File: src/rtl/pgm_pkg.sv
package pgm_pkg;

  localparam int PGM_MAX_PAIRS = 3;
  localparam int PGM_VEC_MAX   = 64;

  // True when the k bits directly below the MSB of a w-bit value all equal the MSB.
  function automatic logic sign_run_ge(input logic [PGM_VEC_MAX-1:0] v,
                                       input int w, input int k);
    logic ok;
    ok = 1'b1;
    for (int i = 1; i < PGM_VEC_MAX; i++) begin
      if (i <= k && i < w) begin
        if (v[6'(w - 1 - i)] != v[6'(w - 1)]) ok = 1'b0;
      end
    end
    return ok;
  endfunction

endpackage

File: src/rtl/pgm_rst_sync.sv
module pgm_rst_sync (
  input  logic clk,
  input  logic rst_ni,
  output logic rst_no
);
  logic [1:0] stage_q;
  logic [1:0] stage_d;

  always_comb begin
    stage_d = {stage_q[0], 1'b1};
  end

  always_ff @(posedge clk or negedge rst_ni) begin
    if (!rst_ni) stage_q <= 2'b00;
    else         stage_q <= stage_d;
  end

  assign rst_no = stage_q[1];
endmodule

File: src/rtl/pgm_guard_detect.sv
module pgm_guard_detect
  import pgm_pkg::*;
#(
  parameter int W = 8,
  parameter int NP = 1,
  parameter int B1 [PGM_MAX_PAIRS] = '{3, 3, 3},
  parameter int B2 [PGM_MAX_PAIRS] = '{3, 3, 3}
) (
  input  logic [W-1:0] a_i,
  input  logic [W-1:0] b_i,
  output logic         hit_o
);
  logic [NP-1:0] pair_hit;

  for (genvar p = 0; p < NP; p++) begin : g_pair
    always_comb begin
      pair_hit[p] = sign_run_ge(PGM_VEC_MAX'(a_i), W, B1[p]) &
                    sign_run_ge(PGM_VEC_MAX'(b_i), W, B2[p]);
    end
  end

  assign hit_o = |pair_hit;
endmodule

File: src/rtl/pgm_pp_row.sv
module pgm_pp_row #(
  parameter int W = 8,
  parameter int I = 0,
  localparam int P = 2 * W
) (
  input  logic [W-1:0] a_i,
  input  logic [W-1:0] b_i,
  output logic [P-1:0] row_o
);
  // The sign row and the sign column use inverted (NAND) cells so that the signed
  // product comes out right modulo 2^P.
  always_comb begin
    row_o = '0;
    for (int j = 0; j < W; j++) begin
      if ((I == W - 1) != (j == W - 1)) row_o[I + j] = ~(a_i[j] & b_i[I]);
      else                              row_o[I + j] =   a_i[j] & b_i[I];
    end
  end
endmodule

File: src/rtl/pgm_region_sum.sv
module pgm_region_sum #(
  parameter int W  = 8,
  parameter int LO = 0,
  parameter int HI = 16,
  localparam int P = 2 * W
) (
  input  logic [W-1:0] a_i,
  input  logic [W-1:0] b_i,
  input  logic [P-1:0] cin_i,
  output logic [P-1:0] sum_o
);
  localparam logic [P-1:0] ONE   = P'(1);
  localparam logic [P-1:0] MASK  = ((HI >= P) ? {P{1'b1}} : ((ONE << HI) - ONE)) &
                                   ~((ONE << LO) - ONE);
  localparam logic [P-1:0] CONST = (ONE << W) | (ONE << (P - 1));

  logic [P-1:0] rows [W];

  for (genvar i = 0; i < W; i++) begin : g_row
    pgm_pp_row #(.W(W), .I(i)) u_row (
      .a_i  (a_i),
      .b_i  (b_i),
      .row_o(rows[i])
    );
  end

  always_comb begin
    sum_o = (CONST & MASK) + cin_i;
    for (int i = 0; i < W; i++) begin
      sum_o = sum_o + (rows[i] & MASK);
    end
  end
endmodule

File: src/rtl/pgm_mult.sv
module pgm_mult
  import pgm_pkg::*;
#(
  parameter int W  = 8,
  parameter int NP = 1,
  parameter int B1 [PGM_MAX_PAIRS] = '{3, 2, 4},
  parameter int B2 [PGM_MAX_PAIRS] = '{3, 4, 2}
) (
  input  logic             clk,
  input  logic             rst_n,
  input  logic             load_i,
  input  logic [W-1:0]     a_i,
  input  logic [W-1:0]     b_i,
  output logic [2*W-1:0]   prod_o,
  output logic             hi_off_o
);
  localparam int P  = 2 * W;
  localparam int NM = B1[0] + B2[0];
  localparam int L  = P - NM;

  logic         rst_s;
  logic         guard_d;
  logic [W-1:0] op_a_q, op_a_d, op_b_q, op_b_d;
  logic [W-1:0] hi_a_q, hi_a_d, hi_b_q, hi_b_d;
  logic         sel_q, sel_d;
  logic [P-1:0] lo_sum, hi_sum, carry_g, full;

  pgm_rst_sync u_rst (
    .clk   (clk),
    .rst_ni(rst_n),
    .rst_no(rst_s)
  );

  // The guard decision is taken from the operand ports, so it is known before the
  // edge that would load the high region.
  pgm_guard_detect #(.W(W), .NP(NP), .B1(B1), .B2(B2)) u_det (
    .a_i  (a_i),
    .b_i  (b_i),
    .hit_o(guard_d)
  );

  always_comb begin
    op_a_d = load_i ? a_i : op_a_q;
    op_b_d = load_i ? b_i : op_b_q;
    sel_d  = load_i ? guard_d : sel_q;
    hi_a_d = (load_i && !guard_d) ? a_i : hi_a_q;
    hi_b_d = (load_i && !guard_d) ? b_i : hi_b_q;
  end

  always_ff @(posedge clk or negedge rst_s) begin
    if (!rst_s) begin
      op_a_q <= '0;
      op_b_q <= '0;
      hi_a_q <= '0;
      hi_b_q <= '0;
      sel_q  <= 1'b0;
    end else begin
      op_a_q <= op_a_d;
      op_b_q <= op_b_d;
      hi_a_q <= hi_a_d;
      hi_b_q <= hi_b_d;
      sel_q  <= sel_d;
    end
  end

  pgm_region_sum #(.W(W), .LO(0), .HI(L)) u_lo (
    .a_i  (op_a_q),
    .b_i  (op_b_q),
    .cin_i('0),
    .sum_o(lo_sum)
  );

  // Carry into the high region is isolated while it is guarded.
  assign carry_g = sel_q ? '0 : {lo_sum[P-1:L], {L{1'b0}}};

  pgm_region_sum #(.W(W), .LO(L), .HI(P)) u_hi (
    .a_i  (hi_a_q),
    .b_i  (hi_b_q),
    .cin_i(carry_g),
    .sum_o(hi_sum)
  );

  assign full = hi_sum + P'(lo_sum[L-1:0]);

  for (genvar k = 0; k < P; k++) begin : g_sx
    if (k < L) begin : g_low
      assign prod_o[k] = full[k];
    end else begin : g_high
      assign prod_o[k] = sel_q ? lo_sum[L-1] : full[k];
    end
  end

  assign hi_off_o = sel_q;
endmodule

File: config.mk
export PLATFORM = sky130hd
export DESIGN_NAME = pgm_mult
export DESIGN_NICKNAME = d
export VERILOG_FILES = /design/src/rtl/pgm_pkg.sv /design/src/rtl/pgm_rst_sync.sv /design/src/rtl/pgm_guard_detect.sv /design/src/rtl/pgm_pp_row.sv /design/src/rtl/pgm_region_sum.sv /design/src/rtl/pgm_mult.sv
export SDC_FILE = /design/constraint.sdc
export NUM_CORES = 1
export LEC_CHECK = 0
export BUFFER_PORTS_ARGS = -buffer_cell sky130_fd_sc_hd__buf_4
export CORE_ASPECT_RATIO = 1.4
export CORE_MARGIN = 10
export CORE_UTILIZATION = 50
export DETAILED_ROUTE_END_ITERATION = 16
export GPL_ROUTABILITY_DRIVEN = 0
export GPL_TIMING_DRIVEN = 0
export PLACE_DENSITY = 0.67
export SLEW_MARGIN = 30
export SYNTH_ARGS = -nofsm -noshare
export SYNTH_HDL_FRONTEND = slang
export SYNTH_HIERARCHICAL = 1
export SYNTH_SLANG_ARGS = --single-unit
File: constraint.sdc
create_clock -name clk -period 26.2 [get_ports clk]
set_clock_uncertainty 0.2 [all_clocks]
set_input_delay 5.24 -clock clk [delete_from_list [all_inputs] [get_ports clk]]
set_output_delay 5.24 -clock clk [all_outputs]
set_load 0.02 [all_outputs]
Word-level counts from Yosys, hierarchy flattened
Cells that the tools add are included.
{"block": "word_totals", "n_memories": 0, "ff_bits": 35, "mem_bits_rw": 0, "romBits": 0, "input_bits": 19, "out_inout_bits": 17, "latch_bits": 0, "wordCells": 121}
{"block": "op_classes", "reduce_logical": 2, "n_lt_le_gt_ge": 0, "muxes": 13, "div": 0, "shift": 0, "mul": 0, "n_eq_ne": 6, "n_bitwise": 79, "add_sub_neg": 15}
{"cell": "16-bit by 10-bit adder with 16-bit output", "n": 7}
{"cell": "1-bit AND", "n": 65}
{"cell": "16-bit by 11-bit adder with 16-bit output", "n": 1}
{"cell": "16-bit by 12-bit adder with 16-bit output", "n": 1}
{"cell": "16-bit by 13-bit adder with 16-bit output", "n": 1}
{"cell": "16-bit by 14-bit adder with 16-bit output", "n": 1}
{"cell": "16-bit by 15-bit adder with 16-bit output", "n": 1}
{"cell": "16-bit adder (first input constant)", "n": 1}
{"cell": "16-bit by 9-bit adder with 16-bit output", "n": 1}
{"cell": "16-bit two-way mux", "n": 1}
{"cell": "1-bit inverter", "n": 14}
{"cell": "1-bit two-way mux", "n": 12}
{"cell": "9-bit by 8-bit adder with 10-bit output (first input constant)", "n": 1}
{"cell": "1-bit inequality test", "n": 6}
{"cell": "1-bit logical AND", "n": 1}
{"cell": "1-bit logical NOT", "n": 1}

Depth between registers and ports, before layout
{"block": "depth", "depth_word": 19, "ltp_mapped": 36, "depth_no_buf": 35}

Hierarchy
The synthesis kept the hierarchy.
{"module": "pgm_region_sum (u_lo)", "area_per_inst_um2": 2427.3, "seq_area_each_um2": 0.0, "n_inst": 1, "cells_per_inst": 231}
{"module": "pgm_mult", "area_per_inst_um2": 2044.5, "seq_area_each_um2": 825.8, "n_inst": 1, "cells_per_inst": 192}
{"module": "pgm_pp_row (u_hi.g_row[0].u_row ...)", "area_per_inst_um2": 111.4, "seq_area_each_um2": 0.0, "n_inst": 14, "cells_per_inst": 17}
{"module": "pgm_region_sum (u_hi)", "area_per_inst_um2": 1098.6, "seq_area_each_um2": 0.0, "n_inst": 1, "cells_per_inst": 105}
{"module": "pgm_pp_row (u_hi.g_row[7].u_row ...)", "area_per_inst_um2": 96.3, "seq_area_each_um2": 0.0, "n_inst": 2, "cells_per_inst": 17}
{"module": "pgm_rst_sync", "area_per_inst_um2": 53.8, "seq_area_each_um2": 50.0, "n_inst": 1, "cells_per_inst": 3}
{"module": "pgm_guard_detect", "area_per_inst_um2": 35.0, "seq_area_each_um2": 0.0, "n_inst": 1, "cells_per_inst": 5}

Least setup slack after synthesis
No wires, ideal clock.
{"block": "synth_timing", "kind": "flip-flop to output port", "start": "reg op_a_q[5]", "end": "out prod_o[15]", "path_buffers": 1, "required_ns": 20.760, "arrival_time_ns": 8.517, "stages_incl_launch_ff": 30, "setup_slack_ns": 12.243, "path_cell_list": "dfrtp_1 > and2_1 > fa_1 > fa_1 > fa_1 > fa_1 > fa_1 > ha_1 > buf_4 > a21oi_1 > o311ai_4 > a21oi_2 > xnor2_1 > nor2b_1 > fa_1 > inv_1 > fa_1 > fa_1 > inv_1 > fa_1 > ha_1 > inv_1 > fa_1 > xnor2_1 > xnor2_2 > xnor3_1 > xnor2_1 > a31oi_1 > o31ai_1 > o221a_1"}
{"item": "start: declaration", "line": "pgm_mult.sv:23", "source": "logic [W-1:0] op_a_q, op_a_d, op_b_q, op_b_d;"}
{"item": "start signal: assignment", "line": "pgm_mult.sv:58", "source": "op_a_q <= op_a_d;"}
{"item": "end: declaration", "line": "pgm_mult.sv:14", "source": "output logic [2*W-1:0] prod_o,"}

==> results.py <==
metrics = {
    "outcome": {
        "status": "complete, no violations",
    },
    "cts": {
        "cts_tree": "done",
        "clk_path_buf_depth": 2,
        "cts.clk_slew.worst_paths_ps": 50,
        "postCtsSetupBuffers": 0,
        "htree_num_levels": 2,
        "cts_resized": 0,
        "hold_buffers": 0,
        "cts_buffers": 5,
        "clk_latency_ps": 270,
        "root_buffer": "clkbuf_16",
        "cts_sinks": 29,
    },
    "yosys": {
        "synthCells": 668,
        "syn-mean-instance-area_sq_um": 9.50,
        "yosysWarnings": 6,
        "netlist_area_sq_um": 6350,
    },
    "route": {
        "drt-initial-drc-count": 102,
        "route.detailed.drc": 0,
        "avgViaCountPerCell": 4.76,
        "vias": 4440,
        "drtAntennaViolNets": 0,
        "dr.pass1.iters": 4,
        "wl_um": 11300,
        "wl_per_cell_um": 12.1,
    },
    "worst_setup_path": {
        "crit_path_frequent_cell": "fa_1",
        "crit_type": "reg2out",
        "cp-startpoint": "op_a_q[2]",
        "cpMaxStageDelayCell": "fa_1",
        "cp.required_ps": 20760,
        "critPathBufInv": 5,
        "path_depth": 30,
        "crit_path_end_kind": "output port",
        "cp-endpoint": "prod_o[15]",
        "r2r_setup_slack_ps": 24880,
        "cp_top_family": "adder cells",
        "cp.arrival_ps": 9330,
        "slowest_delay_ps": 580,
        "reg2regPathDepth": 2,
        "startpoint_type": "flip-flop",
        "r2r_start": "hi_off_o",
        "r2r-end": "hi_off_o",
        "cp_max_fo": 9,
    },
    "final_layout": {
        "seq_area_sq_um": 727,
        "instances_no_fill": 933,
        "drive_gt1_frac": 0.204,
        "area_delta_synth_final_pct": 13.6,
        "final_common_cell": "inv_1",
        "final_cell_mix": "inv_1 (120), buf_4 (109), fa_1 (101)",
        "fill_cells": 1139,
        "multiInputGateArea_sq_um": 4850,
        "antenna_cells": 0,
        "stdcell_area_sq_um": 7210,
        "final_nets": 950,
    },
    "floorplanning": {
        "fp.dieH_um": 153,
        "start_util": 0.513,
        "fp.dieArea_sq_um": 17700,
        "io_pins": 36,
        "row_count": 48,
        "core_sq_um": 12400,
        "die_w_um": 115,
    },
    "placement": {
        "place_area_sq_um": 7070,
        "dp_cells": 925,
        "dp_hpwl_um": 10100,
        "io_buffers": 34,
    },
    "grt": {
        "grt_antenna_before_repair": 0,
        "grt_use_total": 0.138,
        "grt_max_degree": 28,
        "grt_pass1_wl_um": 20800,
        "first_global_vias": 4961,
        "grt_overflow": 0,
    },
    "job": {
        "maxCapViolCount": 0,
    },
    "timing": {
        "rsz0062_at_grt": "no",
        "report.final.slew_viol_count": 0,
        "timing_hold_violations_final": 0,
        "max_slew_margin": 0.612,
        "max_freq_mhz": 67.7,
        "fin_crit_ps": 14770,
        "finalSetupViolations": 0,
        "period_share": 0.564,
        "hold_ws_ps": 69.9,
        "tns_ps": 0,
        "worstMarginPinSlew_ps": 581,
    },
    "worst_hold_path": {
        "min_path_type": "reg2async",
    },
}
==> how the worst min path moves through the flow <==
stage,to,from,slack [ps],cells past startpoint
6_report,op_b_q[6],u_rst/stage_q[1],70,0
5_1_grt,op_b_q[6],u_rst/stage_q[1],120,0
4_1_cts,op_b_q[6],u_rst/stage_q[1],100,0
3_5_place_dp,op_b_q[6],u_rst/stage_q[1],90,0
3_3_place_gp,u_rst/stage_q[1],u_rst/stage_q[0],140,0
2_1_floorplan,u_rst/stage_q[1],u_rst/stage_q[0],130,0
==> sequential cells by signal, indices dropped and copies added (netlist names) <==
register and flops:
hi_a_q 5, hi_b_q 5, hi_off_o 1, op_a_q 8, op_b_q 8, u_rst/stage_q 2
==> cell type report <==
cell class                      instances  share of cell area
Buffer                                 83              0.0830
Clock buffer                            5              0.0174
Clock inverter                          3             0.00243
Inverter                              120              0.0625
Multi-Input combinational cell        509               0.672
Sequential cell                        29               0.101
Tap cell                              150              0.0260
Timing Repair Buffer                   34              0.0354
==> worst reg2reg max path, delay by kind of cell (launching register included) <==
family | cells | cell delay (ps)
buffers and inverters | 1 | 260
flip-flops | 1 | 440
multiplexers | 1 | 320
==> routing by layer <==
metal | global-route usage | part of all wire | vias to the layer above
met1 | 0.143 | 0.37 | 2196
met2 | 0.277 | 0.59 | 61
met5 | 0 | 0 | -
li1 | - | - | 2163
met3 | 0.0153 | 0.023 | 20
met4 | 0.0301 | 0.020 | 0
==> stage by stage <==
stage	util	setup slack (ps)
floorplan	-	12270
detailed placement	0.571	11680
CTS	0.583	11370
finish	0.583	11430
global route	0.583	10990
global placement	0.571	11750
Power is left out: the tool's default activity adds up to more than one toggle a clock period on the data nets, which glitch-free logic cannot reach.
